===== config.mk =====
export PLATFORM = sky130hd
export DESIGN_NAME = duty_clk_div
export DESIGN_NICKNAME = d
export VERILOG_FILES = /design/src/rtl/duty_clk_div_pkg.sv /design/src/rtl/duty_clk_div_cfg.sv /design/src/rtl/duty_clk_div_phase.sv /design/src/rtl/duty_clk_div_out.sv /design/src/rtl/duty_clk_div.sv
export SDC_FILE = /design/constraint.sdc
export NUM_CORES = 1
export LEC_CHECK = 0
export ABC_AREA = 1
export CAP_MARGIN = 5
export CORE_MARGIN = 2
export CORE_UTILIZATION = 61
export DETAILED_ROUTE_END_ITERATION = 7
export PLACE_DENSITY_LB_ADDON = 0.2
export SYNTH_ARGS = -nofsm -noshare
export SYNTH_HDL_FRONTEND = slang
export SYNTH_SLANG_ARGS = --single-unit

===== constraint.sdc =====
create_clock -name clk_in -period 3.67 [get_ports clk_in]
set_clock_uncertainty 0.05 [all_clocks]
set_input_delay 0.5505 -clock clk_in [delete_from_list [all_inputs] [get_ports clk_in]]
set_output_delay 0.5505 -clock clk_in [all_outputs]
set_load 0.005 [all_outputs]

===== src/rtl/duty_clk_div_pkg.sv =====
package duty_clk_div_pkg;

  typedef enum logic [1:0] {
    PH_IDLE  = 2'd0,
    PH_DELAY = 2'd1,
    PH_HIGH  = 2'd2,
    PH_LOW   = 2'd3
  } phase_e;

  // word select values on the write port
  localparam logic WORD_CTL = 1'b0;
  localparam logic WORD_DLY = 1'b1;

endpackage


===== src/rtl/duty_clk_div_cfg.sv =====
module duty_clk_div_cfg #(
  parameter int CNT_W  = 6,
  parameter int DATA_W = 16
) (
  input  logic              clk_i,
  input  logic              rst_ni,
  input  logic              we_i,
  input  logic              addr_i,
  input  logic [DATA_W-1:0] wdata_i,
  output logic [CNT_W-1:0]  hi_o,
  output logic [CNT_W-1:0]  lo_o,
  output logic [CNT_W-1:0]  dly_o,
  output logic              edge_o,
  output logic              bypass_o,
  output logic              en_o
);
  import duty_clk_div_pkg::*;

  localparam int HI_LSB   = 0;
  localparam int LO_LSB   = CNT_W;
  localparam int EDGE_BIT = 2 * CNT_W;
  localparam int BYP_BIT  = EDGE_BIT + 1;
  localparam int EN_BIT   = EDGE_BIT + 2;
  localparam logic [CNT_W-1:0] ONE = CNT_W'(1);

  logic ctl_ld, dly_ld;
  logic [CNT_W-1:0] hi_q, lo_q, dly_q, hi_d, lo_d, dly_d;
  logic edge_q, byp_q, en_q, edge_d, byp_d, en_d;
  logic unused_wbits;

  assign ctl_ld = we_i && (addr_i == WORD_CTL);
  assign dly_ld = we_i && (addr_i == WORD_DLY);

  always_comb begin
    hi_d   = wdata_i[HI_LSB +: CNT_W];
    lo_d   = wdata_i[LO_LSB +: CNT_W];
    edge_d = wdata_i[EDGE_BIT];
    byp_d  = wdata_i[BYP_BIT];
    en_d   = wdata_i[EN_BIT];
    dly_d  = wdata_i[CNT_W-1:0];
  end

  always_ff @(posedge clk_i or negedge rst_ni) begin
    if (!rst_ni) begin
      hi_q   <= ONE;
      lo_q   <= ONE;
      edge_q <= 1'b0;
      byp_q  <= 1'b0;
      en_q   <= 1'b0;
    end else if (ctl_ld) begin
      hi_q   <= hi_d;
      lo_q   <= lo_d;
      edge_q <= edge_d;
      byp_q  <= byp_d;
      en_q   <= en_d;
    end
  end

  always_ff @(posedge clk_i or negedge rst_ni) begin
    if (!rst_ni) begin
      dly_q <= '0;
    end else if (dly_ld) begin
      dly_q <= dly_d;
    end
  end

  generate
    if (DATA_W > EN_BIT + 1) begin : g_spare
      assign unused_wbits = ^wdata_i[DATA_W-1:EN_BIT+1];
    end else begin : g_nospare
      assign unused_wbits = 1'b0;
    end
  endgenerate

  assign hi_o     = hi_q;
  assign lo_o     = lo_q;
  assign dly_o    = dly_q;
  assign edge_o   = edge_q;
  assign bypass_o = byp_q;
  assign en_o     = en_q;

endmodule


===== src/rtl/duty_clk_div_phase.sv =====
module duty_clk_div_phase #(
  parameter int CNT_W = 6
) (
  input  logic                     clk_i,
  input  logic                     rst_ni,
  input  logic                     en_i,
  input  logic                     restart_i,
  input  logic [CNT_W-1:0]         hi_i,
  input  logic [CNT_W-1:0]         lo_i,
  input  logic [CNT_W-1:0]         dly_i,
  input  logic                     edge_i,
  output logic                     ph_hi_o,
  output logic                     edge_act_o,
  output logic [CNT_W-1:0]         hi_act_o,
  output logic [CNT_W-1:0]         cnt_o,
  output duty_clk_div_pkg::phase_e st_o
);
  import duty_clk_div_pkg::*;

  localparam logic [CNT_W-1:0] ONE = CNT_W'(1);

  phase_e st_q, st_d;
  logic [CNT_W-1:0] cnt_q, cnt_d;
  logic [CNT_W-1:0] hact_q, lact_q;
  logic eact_q;
  logic act_ld;
  logic cnt_zero;

  assign cnt_zero = (cnt_q == '0);

  // next state; a count value v is loaded as v-1, so 0 wraps to 2^CNT_W cycles
  always_comb begin
    st_d   = st_q;
    cnt_d  = cnt_q;
    act_ld = 1'b0;
    if (!en_i) begin
      st_d  = PH_IDLE;
      cnt_d = '0;
    end else if (restart_i || (st_q == PH_IDLE)) begin
      if (dly_i == '0) begin
        st_d   = PH_HIGH;
        cnt_d  = hi_i - ONE;
        act_ld = 1'b1;
      end else begin
        st_d  = PH_DELAY;
        cnt_d = dly_i - ONE;
      end
    end else begin
      unique case (st_q)
        PH_DELAY, PH_LOW: begin
          if (cnt_zero) begin
            st_d   = PH_HIGH;
            cnt_d  = hi_i - ONE;
            act_ld = 1'b1;
          end else begin
            cnt_d = cnt_q - ONE;
          end
        end
        PH_HIGH: begin
          if (cnt_zero) begin
            st_d  = PH_LOW;
            cnt_d = lact_q - ONE;
          end else begin
            cnt_d = cnt_q - ONE;
          end
        end
        default: begin
          st_d  = PH_IDLE;
          cnt_d = '0;
        end
      endcase
    end
  end

  always_ff @(posedge clk_i or negedge rst_ni) begin
    if (!rst_ni) begin
      st_q  <= PH_IDLE;
      cnt_q <= '0;
    end else begin
      st_q  <= st_d;
      cnt_q <= cnt_d;
    end
  end

  // active settings, captured only where a high phase begins
  always_ff @(posedge clk_i or negedge rst_ni) begin
    if (!rst_ni) begin
      hact_q <= ONE;
      lact_q <= ONE;
      eact_q <= 1'b0;
    end else if (act_ld) begin
      hact_q <= hi_i;
      lact_q <= lo_i;
      eact_q <= edge_i;
    end
  end

  assign ph_hi_o    = (st_q == PH_HIGH);
  assign edge_act_o = eact_q;
  assign hi_act_o   = hact_q;
  assign cnt_o      = cnt_q;
  assign st_o       = st_q;

endmodule


===== src/rtl/duty_clk_div_out.sv =====
module duty_clk_div_out (
  input  logic clk_i,
  input  logic rst_ni,
  input  logic ph_hi_i,
  input  logic edge_i,
  input  logic bypass_i,
  input  logic en_i,
  output logic clk_o
);
  logic ext_q, ext_d;
  logic shaped;

  assign ext_d = ph_hi_i & edge_i;

  // falling-edge register holds the high level for one extra half period
  always_ff @(negedge clk_i or negedge rst_ni) begin
    if (!rst_ni) begin
      ext_q <= 1'b0;
    end else begin
      ext_q <= ext_d;
    end
  end

  assign shaped = ph_hi_i | ext_q;
  assign clk_o  = en_i & (bypass_i ? clk_i : shaped);

endmodule


===== src/rtl/duty_clk_div.sv =====
module duty_clk_div #(
  parameter int CNT_W  = 6,
  parameter int DATA_W = 16
) (
  input  logic              clk_in,
  input  logic              rst_n,
  input  logic              cfg_we,
  input  logic              cfg_addr,
  input  logic [DATA_W-1:0] cfg_wdata,
  input  logic              sync_clr,
  output logic              clk_out
);
  import duty_clk_div_pkg::*;

  localparam int SYNC_STAGES = 2;

  logic [SYNC_STAGES-1:0] rst_pipe_q;
  logic rst_sync_n;

  logic [CNT_W-1:0] cfg_hi, cfg_lo, cfg_dly, hi_act, cnt_val;
  logic cfg_edge, cfg_byp, cfg_en;
  logic ph_hi, edge_act;
  phase_e ph_st;

  // reset asserts at once and is released after SYNC_STAGES edges
  always_ff @(posedge clk_in or negedge rst_n) begin
    if (!rst_n) begin
      rst_pipe_q <= '0;
    end else begin
      rst_pipe_q <= {rst_pipe_q[SYNC_STAGES-2:0], 1'b1};
    end
  end
  assign rst_sync_n = rst_pipe_q[SYNC_STAGES-1];

  duty_clk_div_cfg #(.CNT_W(CNT_W), .DATA_W(DATA_W)) i_cfg (
    .clk_i    (clk_in),
    .rst_ni   (rst_sync_n),
    .we_i     (cfg_we),
    .addr_i   (cfg_addr),
    .wdata_i  (cfg_wdata),
    .hi_o     (cfg_hi),
    .lo_o     (cfg_lo),
    .dly_o    (cfg_dly),
    .edge_o   (cfg_edge),
    .bypass_o (cfg_byp),
    .en_o     (cfg_en)
  );

  duty_clk_div_phase #(.CNT_W(CNT_W)) i_phase (
    .clk_i      (clk_in),
    .rst_ni     (rst_sync_n),
    .en_i       (cfg_en),
    .restart_i  (sync_clr),
    .hi_i       (cfg_hi),
    .lo_i       (cfg_lo),
    .dly_i      (cfg_dly),
    .edge_i     (cfg_edge),
    .ph_hi_o    (ph_hi),
    .edge_act_o (edge_act),
    .hi_act_o   (hi_act),
    .cnt_o      (cnt_val),
    .st_o       (ph_st)
  );

  duty_clk_div_out i_out (
    .clk_i    (clk_in),
    .rst_ni   (rst_sync_n),
    .ph_hi_i  (ph_hi),
    .edge_i   (edge_act),
    .bypass_i (cfg_byp),
    .en_i     (cfg_en),
    .clk_o    (clk_out)
  );

endmodule


Yosys cells after proc, flatten, opt, wreduce, memory -nomap -nowiden

Cells that the tools add are included.

Multiplexer cells: 18
Order comparisons: 0
Multiply operators: 0
Div/mod/pow operators: 0
Bitwise gates (word level): 4
Reduce and logical (&&, ||, !) cells: 8
Add/subtract/negate cells: 4
Shift-type cells: 0
Eq/ne operators: 5

Operators with widths:

| operator            | count |
|---|---|
| $mux 6              | 5 |
| $sub 6x1->6 const B | 4 |
| $logic_not 6->1     | 2 |
| $pmux 6 s2          | 1 |
| $mux 2              | 5 |
| $ne 4x2->1 const B  | 2 |
| $mux 1              | 6 |
| $eq 2x2->1 const B  | 2 |
| $pmux 2 s2          | 1 |
| $and 1x1->1         | 2 |
| $eq 2x1->1 const B  | 1 |
| $logic_and 1x1->1   | 2 |
| $logic_not 2->1     | 1 |
| $reduce_and 2->1    | 1 |
| $reduce_or 2->1     | 1 |
| $logic_or 1x1->1    | 1 |
| $not 1->1           | 1 |
| $or 1x1->1          | 1 |

Memories: 0
Word-level logic and storage cells: 51
RAM bits: 0
ROM bits: 0
Bits in latches: 0
Output and inout bits: 1
Register bits: 39
Input port bits: 21

Longest topological paths before layout

Depth in word-level cells: 5
Depth in mapped cells: 10
Mapped depth without buffers: 10

Cells and area by module

From an unflattened synthesis, not the netlist that was laid out.

Cells, all modules: 304
Area total of the unflattened synthesis: 2456.1 um2

By module, submodules not included:

| module             | seq. area each (um2) | area an instance (um2) | cells an instance | times used |
|---|---|---|---|---|
| duty_clk_div_phase | 528.0                | 1486.4                 | 198               | 1 |
| duty_clk_div_cfg   | 528.0                | 853.3                  | 92                | 1 |
| duty_clk_div_out   | 25.0                 | 62.6                   | 11                | 1 |
| duty_clk_div       | 50.0                 | 53.8                   | 3                 | 1 |

==> Flow_metrics.wiki <==
{| class="wikitable"
! Metric !! Value
|-
| Power Dens Cells || 670 nW/µm²
|-
| Post-synthesis area per instance || 8.85 µm²
|-
| Library cell occupying the most area in the post-synthesis netlist || sky130_fd_sc_hd__dfrtp_1
|-
| Average via count per standard cell || 5.44
|-
| Largest net degree at the start of global routing || 37
|-
| Overall power || 1.68 mW
|-
| Critical path arrival || 3.09 ns
|-
| Failing checks || negative setup slack
|-
| Starting density of the core || 63.9%
|-
| Die height || 63.4 µm
|-
| Mux contribution to synthesized area || 4.19%
|-
| Site row count || 21
|-
| Simple-gate portion of the synthesized area || 24.1%
|-
| Proportion of power drawn by combinational gates || 37.4%
|-
| Sequential element share of the synthesized area || 45.6%
|-
| Routed vias || 1726
|-
| Critical setup path kind || flip-flop to output port
|-
| Yosys reg bits || 39
|-
| Ratio of cells with drive above 1 in the final layout || 15.9%
|-
| Post-synthesis instance area || 2150 µm²
|-
| Worst min-delay path category || input pin to asynchronous set/reset pin
|-
| Share of total power consumed by net switching || 38.2%
|-
| Clock latency at the later pin of the worst-skew pair || 0.46 ns
|-
| IO buf count || 20
|-
| Area added between synthesis and finish || 16.8%
|-
| Final number of setup-violating endpoints || 1
|-
| Weighted congestion at the end of routability-driven global placement || 0.859
|-
| Clock input transition at the sequential cells of the worst setup and hold paths || 0.12 ns
|-
| Overall overflow remaining after global route || 0
|-
| Die X || 63.4 µm
|-
| Number of hold-slack violations in the final timing report || 0
|-
| Number of remaining DRC errors || 0
|-
| Cell internal pwr || 1.04 mW
|-
| Post-synthesis net count || 270
|-
| Count of antenna diodes in the layout || 0
|-
| Num ports || 22
|-
| Max Cap Violations || 0
|-
| Result of the run || finished with violations
|-
| Total global-route track usage || 23.7%
|-
| Number of nets in the finished design || 297
|-
| Switching power || 0.643 mW
|-
| Area of the core || 3360 µm²
|-
| Worst setup margin || -0.0191 ns
|-
| First-pass GRT wire length || 7.33 mm
|-
| Count of placed standard cells including taps || 306
|-
| Kind of capture point of the worst setup path || output port
|-
| Fraction of post-synthesis cell area in the top cell type by area || 40.7%
|-
| Antenna violations before repair || 0
|-
| CP Max Fanout || 1
|-
| Cell area reported after detailed placement || 2390 µm²
|-
| Compound-cell area share of the yosys netlist || 11.3%
|-
| Portion of total power attributed to the clock network || 25.2%
|-
| Share of the synthesized netlist area taken by xor and xnor gates || 4.48%
|-
| Sum of routed wire length over all layers || 4.15 mm
|-
| First DRT Iteration DRCs || 91
|-
| Gate count after technology mapping || 243
|-
| Number of detailed-route iterations in the first pass || 5
|-
| Dominant combinational cell family by area after synthesis || simple AND/OR/NAND/NOR gates
|-
| Area enclosed by the die boundary || 4010 µm²
|-
| Cell types with the largest area share after synthesis || sky130_fd_sc_hd__dfrtp_1, sky130_fd_sc_hd__nand2_1, sky130_fd_sc_hd__nand3_1
|-
| Slew at the pin with the worst max-slew slack || 0.724 ns
|-
| Cell Count, Final, Fillers Out || 317
|-
| Post-route worst hold slack || 0.178 ns
|-
| Wire length per cell after detailed routing || 13.1 µm
|-
| HPWL after detailed placement || 3.04 mm
|-
| Yosys warning total || 0
|-
| Area of all placed cells without fillers || 2510 µm²
|-
| Seq pwr share || 37.4%
|-
| Endpoint required time on the critical path || 3.07 ns
|-
| Cell variety after synth || 32
|-
| Leak || 1.18 nW
|-
| Final core utilization || 74.6%
|-
| Adder-cell share of the synthesized area || 3.49%
|-
| Number of max-slew violations in the final report || 0
|-
| Number of global-route vias before repair || 1696
|-
| Startpoint Class || flip-flop
|-
| TritonCTS clock tree || yes
|-
| Slew HR || 51.6%
|-
| ANT nets after route || 0
|-
| Unrepaired setup endpoints after global routing || true
|-
| Highest ir drop seen on vdd || 0.468 mV
|}
==> worst max-delay path: stages, from the launching register on <==
cell and delay (ns):
sky130_fd_sc_hd__dfrtn_1 0.40, sky130_fd_sc_hd__nor2_1 0.04, sky130_fd_sc_hd__nor2_1 0.09, sky130_fd_sc_hd__a21oi_1 0.04
sky130_fd_sc_hd__nor2_1 0.11, sky130_fd_sc_hd__buf_2 0.12
==> cells in the mapped netlist, drive strengths merged <==
cell type  number
xnor2           4
buf             2
dfstp           3
dfrtp          35
o31ai           2
conb            1
o22ai           3
inv            30
ha              6
nand4           3
nor2           31
a211oi          1
mux2            8
o21ai          18
xor2            7
a21oi          14
nand2          46
nand3          22
dfrtn           1
o211ai          2
nor3            1
clkbuf          2
nand3b          1
==> final timing paths <==
check	from	endpoint	slack, ns	cells after the start
max in group asynchronous	rst_pipe_q[1]$_DFF_PN0_	i_out.ext_q$_DFF_NN0_	1.71	0
min	rst_n	rst_pipe_q[0]$_DFF_PN0_	0.18	1
max reg2reg	i_phase.st_o[1]$_DFFE_PN0P_	i_out.ext_q$_DFF_NN0_	0.88	4
max	i_out.ext_q$_DFF_NN0_	clk_out	-0.02	5
min reg2reg	rst_pipe_q[1]$_DFF_PN0_	i_phase.cnt_o[4]$_DFF_PN0_	0.29	1
min in group clk_in	rst_pipe_q[0]$_DFF_PN0_	rst_pipe_q[1]$_DFF_PN0_	0.31	0
==> flip-flops by register name, summed over array words and instances, names as in the netlist <==
register	cells
i_cfg.bypass_o	1
i_cfg.dly_o	6
i_cfg.edge_o	1
i_cfg.en_o	1
i_cfg.hi_o	6
i_cfg.lo_o	6
i_out.ext_q	1
i_phase.cnt_o	6
i_phase.edge_act_o	1
i_phase.lact_q	6
i_phase.st_o	2
rst_pipe_q	2
==> timing repair <==
item                                    CTS  global route
gates resized for setup                   4             0
hold buffers                              0             0
endpoints found under the setup margin    1             1
pin swaps                                 2             0
buffers inserted                          0             0
==> routing by layer <==
| layer | part of all wire, % | GRT usage, % | wire length (µm) |
|---|---|---|---|
| met1 | 45 | 31.4 | 1880 |
| met2 | 47 | 36.3 | 1950 |
| met3 | 6.2 | 7.14 | 256 |
| met4 | 1.7 | 9.78 | 69 |
| met5 | 0 | 0 | 0 |
==> stage by stage <==
stage / setup TNS (ns) / worst slack, ns
6_report: -0.0191 / -0.0191
5_1_grt: -0.108 / -0.108
4_1_cts: -0.0477 / -0.0477
3_5_place_dp: 0 / 0.128
3_3_place_gp: 0 / 0.145
2_1_floorplan: 0 / 0.614
==> power groups by stage <==
stage	Clock, mW	Sequential, mW	Combinational, mW
5_1_grt	0.451	0.641	0.707
6_report	0.424	0.629	0.630
4_1_cts	0.427	0.628	0.630
3_3_place_gp	0.0165	0.635	0.603
2_1_floorplan	0.00703	0.624	0.499
3_5_place_dp	0.0165	0.638	0.621
==> placed cells by master, fill, tap and decap left out, drive strengths merged, types with 2 or more instances in the layout <==
| master | count |
|---|---|
| a21oi | 14 |
| buf | 2 |
| bufinv | 2 |
| clkbuf | 9 |
| clkdlybuf4s50 | 19 |
| dfrtp | 35 |
| dfstp | 3 |
| ha | 6 |
| inv | 30 |
| mux2 | 8 |
| nand2 | 46 |
| nand3 | 22 |
| nand4 | 3 |
| nor2 | 31 |
| o211ai | 2 |
| o21ai | 18 |
| o22ai | 3 |
| o31ai | 2 |
| xnor2 | 4 |
| xor2 | 7 |
==> area by class of cell <==
type,count,area (µm²)
Fill cell,252,853
Clock inverter,2,60.1
Timing Repair Buffer,20,198
Tap cell,46,57.6
Multi-Input combinational cell,170,1030
Inverter,30,120
Sequential cell,39,980
Clock buffer,10,68.8
==> logic make-up (layout without fill, tap and decap cells) <==
logic type | Yosys count | count (layout)
AOI/OAI and AO/OA | 40 | 40
xor gates and xnor gates | 11 | 11
adders and majority gates | 6 | 6
buffers and inverters | 34 | 62
DFF | 39 | 39
muxes | 8 | 8
other | 1 | 1
and+or+nand+nor | 104 | 104
No activity file was read; power rests on OpenSTA's default activity.
